<file path="config.mk">
export PLATFORM = sky130hd
export DESIGN_NAME = mode_compare
export DESIGN_NICKNAME = d
export VERILOG_FILES = /design/src/rtl/cmp_pkg.sv /design/src/rtl/cmp_ctrl.sv /design/src/rtl/cmp_datapath.sv /design/src/rtl/cmp_flags.sv /design/src/rtl/mode_compare.sv
export SDC_FILE = /design/constraint.sdc
export NUM_CORES = 1
export LEC_CHECK = 0
export ABC_AREA = 1
export BUFFER_PORTS_ARGS = -buffer_cell sky130_fd_sc_hd__clkbuf_2
export CAP_MARGIN = 20
export CORE_AREA = 2 2 39 41
export DETAILED_ROUTE_END_ITERATION = 8
export DIE_AREA = 0 0 41 43
export PLACE_DENSITY = 0.46
export SYNTH_ARGS = -nofsm -noshare
export SYNTH_HDL_FRONTEND = slang
export SYNTH_HIERARCHICAL = 1
export SYNTH_SLANG_ARGS = --single-unit
</file>
<file path="constraint.sdc">
create_clock -name vclk -period 1.4
set_clock_uncertainty 0.2 [all_clocks]
set_input_delay 0 -clock vclk [all_inputs]
set_output_delay 0 -clock vclk [all_outputs]
set_load 0.005 [all_outputs]
</file>
<file path="src/rtl/cmp_pkg.sv">
package cmp_pkg;

  // Strobes from the mode control to the datapath.
  typedef struct packed {
    logic extendSign;  // replicate the operand's top bit when widening
  } ctrlStrobes_t;

endpackage

</file>
<file path="src/rtl/cmp_ctrl.sv">
module cmp_ctrl
  import cmp_pkg::*;
(
  input  logic         signedMode,
  output ctrlStrobes_t strobes
);

  always_comb begin
    strobes = '0;
    strobes.extendSign = signedMode;
  end

endmodule

</file>
<file path="src/rtl/cmp_datapath.sv">
module cmp_datapath
  import cmp_pkg::*;
#(
  parameter int WIDTH = 4,
  localparam int DW = WIDTH + 1
) (
  input  logic [WIDTH-1:0] opA,
  input  logic [WIDTH-1:0] opB,
  input  ctrlStrobes_t     strobes,
  output logic [DW-1:0]    diff
);

  logic [DW-1:0] wideA;
  logic [DW-1:0] wideB;
  logic          topA;
  logic          topB;

  // Widening bit: the copied sign bit or a zero, picked by the strobe.
  always_comb begin
    topA = strobes.extendSign & opA[WIDTH-1];
    topB = strobes.extendSign & opB[WIDTH-1];
  end

  assign wideA = {topA, opA};
  assign wideB = {topB, opB};

  // One subtractor serves both modes.
  assign diff = wideA - wideB;

endmodule

</file>
<file path="src/rtl/cmp_flags.sv">
module cmp_flags #(
  parameter int WIDTH = 4,
  localparam int DW = WIDTH + 1
) (
  input  logic [DW-1:0] diff,
  output logic          isEqual,
  output logic          isGreater,
  output logic          isLess
);

  always_comb begin
    isEqual   = (diff == '0);
    isLess    = diff[DW-1];
    isGreater = ~isEqual & ~isLess;
  end

endmodule

</file>
<file path="src/rtl/mode_compare.sv">
module mode_compare
  import cmp_pkg::*;
#(
  parameter int WIDTH = 4
) (
  input  logic [WIDTH-1:0] opA,
  input  logic [WIDTH-1:0] opB,
  input  logic             signedMode,
  output logic             isEqual,
  output logic             isGreater,
  output logic             isLess
);

  localparam int DW = WIDTH + 1;

  ctrlStrobes_t  strobes;
  logic [DW-1:0] diff;

  cmp_ctrl u_ctrl (
    .signedMode (signedMode),
    .strobes    (strobes)
  );

  cmp_datapath #(.WIDTH(WIDTH)) u_dp (
    .opA     (opA),
    .opB     (opB),
    .strobes (strobes),
    .diff    (diff)
  );

  cmp_flags #(.WIDTH(WIDTH)) u_flags (
    .diff      (diff),
    .isEqual   (isEqual),
    .isGreater (isGreater),
    .isLess    (isLess)
  );

endmodule

</file>
== Word level (Yosys, flattened, before mapping) ==
Cells that the tools add are included.
Storage, ports and cells
  register bits: 0
  bits in latches: 0
  memory bits (writable): 0
  memory bits (read-only): 0
  output and inout bits: 3
  logic and storage cells: 7
  memories kept: 0
Cells by class
  add/subtract/negate cells: 1
  $mul: 0
  divide/modulo/power cells: 0
  order comparisons: 0
  equal/unequal tests: 0
  shift operators: 0
  mux-type cells: 0
  bitwise logic cells: 5
  reductions and logical operators: 1
Operator list (count)
  zero test 5 bit: 1
  subtractor 5 bit: 1
  AND 1 bit: 3
  NOT 1 bit: 2

== Logic depth before layout (Yosys ltp) ==
Gate-level depths: netlist (run 1).
  depth after elaboration: 5
  mapped depth: 11
  depth with buffers taken out: 11

== By module ==
The synthesis (run 1) kept the hierarchy.
Modules (own cells, without submodules)
  cmp_datapath: times used 1, cells an instance 40, area each 214.0 um2, seq. area each 0.0 um2
  cmp_flags: times used 1, cells an instance 6, area each 27.5 um2, seq. area each 0.0 um2
  cmp_ctrl: times used 1, cells an instance 1, area each 7.5 um2, seq. area each 0.0 um2

== Worst setup path before layout (run 1) ==
Ideal clock, no wire load.
  path type: input to output
  from: input opA[0]
  to: output isEqual
  data arrival time: 1.058 ns
  slack: 0.142 ns
  stages on the path: 8
  path buffers: 0
  cells stage by stage: inv_1 -> ha_1 -> inv_1 -> fa_1 -> xor2_1 -> nor2_1 -> nand2_1 -> nor2_1
On the way
  word-level cells in the longest chain between the ends: 2
Ends and longest elaborated chain
  start: declaration: RTL line mode_compare.sv:6  | input logic [WIDTH-1:0] opA,
  subtractor 5 bit: RTL line cmp_datapath.sv:28  | assign diff = wideA - wideB;
  named net diff[2]: RTL line mode_compare.sv:17  | logic [DW-1:0] diff;
  zero test 5 bit: RTL line cmp_flags.sv:12  | isEqual = (diff == '0);
  end: declaration: RTL line mode_compare.sv:9  | output logic isEqual,
The timed path passes the listed nets, and every way through them passes these cells.

== Final worst setup path (run 1) ==
Ends and elaborated chain as after synthesis.

==> run metrics, run 1 <==
status=complete, but fails checks; failing checks=setup timing; die width=41 um; final hold vios=0; Port Buf Inserts=12; FFs & Latches=0; fmax=709 MHz; met1 Track Usage GR=7.28%; Hold Path End=isLess; GRT Total Usage=5.49%; Post-CTS Setup Repair Bufs=0; Slew @ Worst Pin=0.134 ns; Nets=75; Placed Instances=75; RSZ-0062 raised after global routing=true; GR peak layer=met2; DR vias/cell=3.71; drt wl/cell=6.04 um; crit path DAT=1.21 ns; Synth area leader=nand2_1; GPL Wtd Cong=0.691; Multi-input gate area=203 um2; Final min period=1.41 ns; startpoint type of the worst setup path=input port; syn_nets=61; first-pass GRT wire length=759 um; kind of critical path=input port to output pin; initial antenna violation count=0; HP Class=input port to output pin; iteration-0 DRC count of the detailed router=6; Crit. Startpoint=opA[0]; DRC=0; commonest non-fill, non-tap cell in the layout=nand2_1; final setup margin=-0.0108 ns; layout cells sized above 1=27.1%; pins over their slew limit=0; Die Span Y=43 um; ratio of final minimum period to clock period=101%; met3 global-route usage=0%; top-level I/O count=12; total power=117 uW; min-delay src=signedMode; Die Area=1760 um2; total vias in the final route=278; top cell type's share of synthesized area=25.6%; GR met2 Demand/Resource=10.0%; num rows=14; drt pass-1 iters=4; Leak=0.000217 uW; register area=0 um2; Mean Syn Cell Area=5.30 um2; clkbuf count=0; vias in the first global route=230; fin cells=75; Routed Antenna Nets=0; max capacitance violation total=0; core area=1380 um2; Layout fillers=169; WP data required=1.20 ns; synth top area cells=nand2_1 26%, ha_1 20%, inv_1 14%; normalized max-slew margin=91.1%; Cell Area, Synth=249 um2; CP Capture Type=output pin; Ys Warns=6; post-synthesis cell count=47; Overflow after GRT=0; maximum vdd ir drop=0.0780 mV; Hold Path Depth=5; area grow syn2layout=33.2%; maximum fanout along the worst path=3; n_diodes=0; commonest cells after routing, fill and taps aside=17 x nand2_1, 11 x clkbuf_2, 8 x inv_1; largest net degree at the start of global routing=5; final wirelength=453 um; DP HPWL=427 um; initial core utilization=18.0%; power per cell area=353 nW/um2; Yosys cell types=10; pre-CTS setup slack=-0.0795 ns; register area share after synthesis=0%; setup violators final=2
## power by group
part / leakage (uW) / switching [uW] / internal, uW
logic: 0.000217 / 61.2 / 56.0
clock network: 0 / 0 / 0
registers: 0 / 0 / 0
## synthesized netlist by cell type
cell type and instances:
or2_1 1, nand3_1 4, ha_1 4, buf_4 2, nand2_1 17, inv_1 9, nor2_1 7, fa_1 1
a21oi_1 1, xor2_1 1
## through the flow
| stage | area (um2) | util (%) | TNS (ns) | hold slack (ns) |
|---|---|---|---|---|
| after CTS | 332 | 24.0 | -0.0345 | 0.223 |
| final | 332 | 24.0 | -0.0144 | 0.213 |
| after global routing | 332 | 24.0 | -0.190 | 0.251 |
| after global placement | 329 | 23.8 | -0.132 | 0.220 |
| after floorplan | 249 | - | 0 | 0.0788 |
| after detailed placement | 329 | 23.8 | -0.155 | 0.222 |
## worst max-delay path, stage by stage
cell      delay, ns
clkbuf_2       0.08
inv_1          0.05
ha_1           0.15
inv_2          0.04
fa_2           0.35
xor2_1         0.17
nor2_1         0.12
nand2_1        0.07
nor2_1         0.08
buf_2          0.11
## worst max path at each step
stage                     cells past startpoint  slack [ns]  endpoint
after floorplan                               8        0.14   isEqual
final                                        10       -0.01   isEqual
after global routing                         10        -0.1   isEqual
after CTS                                    10       -0.02   isEqual
after detailed placement                     10       -0.08   isEqual
after global placement                       10       -0.07   isEqual
## area by class of cell
cell class / instances / share of cell area [%]
Multi-Input combinational cell: 36 / 61.1
Inverter: 9 / 10.2
Timing Repair Buffer: 14 / 22.6
Tap cell: 16 / 6.04
## logic make-up (layout without fill, tap and decap cells)
kind of cell / Yosys count / count (layout) / synth area share, %
simple gates: 29 / 29 / 46.7
buf+inv: 11 / 23 / 19.6
fa+ha+maj: 5 / 5 / 28.1
compound gates: 1 / 1 / 2.01
xor+xnor: 1 / 1 / 3.52
## timing repair
| item | CTS | global route |
|---|---|---|
| resized for setup | 1 | 2 |
| endpoints found under the setup margin | 2 | 2 |
| hold buffers | 0 | 0 |
## per-layer routing
layer  up-vias  part of all wire [%]
met3         0                   6.8
li1        163                     -
met1       108                    49
met2         7                    45
met5         -                     0
met4         0                     0
(Power assumes the default switching activity.)
==> inputs of run 2 (changes only) <==
==> constraint.sdc (replaced) <==
create_clock -name vclk -period 1.3
set_clock_uncertainty 0.2 [all_clocks]
set_input_delay 0.065 -clock vclk [all_inputs]
set_output_delay 0.065 -clock vclk [all_outputs]
set_load 0.005 [all_outputs]
==> run 2 against run 1 <==
  * Core utilization grew 4.5 points
  * Via count rose by 4.3%
  * Critical endpoint is now isGreater
  * Cell area rose by 19%
  * Final cell count rose by 4.0%
  * The run still ends with setup timing left
  * Critical path depth up 2
==> run metrics, run 2 (same netlist as run 1, synthesis figures left out) <==
max incr delay on CP=0.36 ns; Post-Layout Inst Area=394 um2; maximum vdd ir drop=0.106 mV; fin util=28.5%; Reg power frac=0%; final hold vios=0; Clk pwr share=0%; FFs & Latches=0; met1 Track Usage GR=5.70%; Multi-input gate area=228 um2; total power=150 uW; WP data required=1.03 ns; top-level I/O count=12; layout cells sized above 1=38.7%; normalized max-slew margin=90.9%; final setup margin=-0.266 ns; fin cells=78; GR peak layer=met2; Slew @ Worst Pin=0.136 ns; maximum fanout along the worst path=3; drt wl/cell=6.13 um; area grow syn2layout=58.3%; die width=41 um; power per cell area=381 nW/um2; total vias in the final route=290; final wirelength=478 um; Final min period=1.57 ns; Sw Pwr=74.0 uW; hold buffers post-CTS=0; n_diodes=0; cell-internal power=76.0 uW; initial core utilization=18.0%; setup violators final=3; cell area after placement=339 um2; Nets=78; failing checks=setup timing; HP Class=input port to output pin; kind of critical path=input port to output pin; DR vias/cell=3.72; GR met2 Demand/Resource=11.6%; Leak=0.000240 uW; Hold Path Depth=5; num rows=14; vias in the first global route=233; worst path cell trace=buf_6 -> inv_4 -> ha_4 -> inv_4 -> fa_2 -> buf_6 -> nand3_2 -> nand3_2 -> nand2_1 -> nand2_2 -> a21oi_1 -> buf_2; Hold Path End=isLess; iteration-0 DRC count of the detailed router=0; Routed Antenna Nets=0; status=complete, but fails checks; max capacitance violation total=0; drt pass-1 iters=1; GPL Wtd Cong=0.704; met3 global-route usage=0%; DP HPWL=428 um; commonest cells after routing, fill and taps aside=16 x nand2_1, 9 x clkbuf_2, 7 x inv_1, 7 x nor2_1, 4 x buf_4; Die Area=1760 um2; register area=0 um2; pins over their slew limit=0; Layout fillers=150; Overflow after GRT=0; DRC=0; ratio of final minimum period to clock period=120%; Slowest cell on crit path=fa_2; initial antenna violation count=0; largest net degree at the start of global routing=5; Port Buf Inserts=12; RSZ-0062 raised after global routing=true; crit path DAT=1.30 ns; Switching Share=49.4%; Placed Instances=76; GRT Total Usage=5.49%; fmax=639 MHz; Die Span Y=43 um; Combinational Power Share=100.0%; min-delay src=signedMode; CP Capture Type=output pin; commonest non-fill, non-tap cell in the layout=nand2_1; first-pass GRT wire length=738 um; core area=1380 um2; clkbuf count=0; startpoint type of the worst setup path=input port
run 2: cell count changes in the layout (fill, tap and decap cells not counted), sizes merged:
cell,delta
buf,+5
clkbuf,-2
run 2: through the flow:
step           hold slack, ns  TNS (ns)  setup slack, ns
6_report                0.333    -0.659           -0.266
5_1_grt                 0.362    -0.947           -0.383
4_1_cts                 0.337    -0.587           -0.263
3_5_place_dp            0.347    -0.678           -0.279
3_3_place_gp            0.348    -0.599           -0.249
2_1_floorplan           0.211   -0.0275          -0.0275
run 2: power groups by stage:
stage,clock network [uW],logic [uW],registers (uW)
final,0,150,0
after global routing,0,172,0
after CTS,0,142,0
after detailed placement,0,129,0
after global placement,0,129,0
after floorplan,0,89.7,0
run 2: how the worst max path moves through the flow:
stage | slack, ns | end | startpoint
finish | -0.27 | isGreater | opA[0]
global route | -0.38 | isEqual | opA[0]
CTS | -0.26 | isEqual | opA[0]
detailed placement | -0.28 | isEqual | opA[0]
global placement | -0.25 | isEqual | opA[0]
floorplan | -0.03 | isEqual | opA[0]
run 2: area by class of cell:
| type | count | share of cell area (%) |
|---|---|---|
| multi-input combinational | 36 | 57.8 |
| timing repair buffer | 17 | 27.3 |
| inverter | 9 | 9.84 |
| tap | 16 | 5.08 |
run 2: worst max-delay path, delay by kind of cell:
| family | cells | cell delay (ns) |
|---|---|---|
| AO/OA/AOI/OAI | 1 | 0.10 |
| adder cells (fa/ha/maj) | 2 | 0.49 |
| buffers and inverters | 5 | 0.42 |
| AND/OR/NAND/NOR | 4 | 0.23 |
run 2: repair_timing:
action,4_1_cts,5_1_grt
gates resized for setup,6,7
endpoints found under the setup margin,3,3
buffers inserted,1,1
gates cloned,0,0
pin swaps,2,1
run 2: per-layer routing:
| layer | part of all wire (%) | routed length (um) |
|---|---|---|
| met1 | 47 | 226 |
| met2 | 46 | 222 |
| met3 | 6.1 | 29 |
| met4 | 0 | 0 |
| met5 | 0 | 0 |
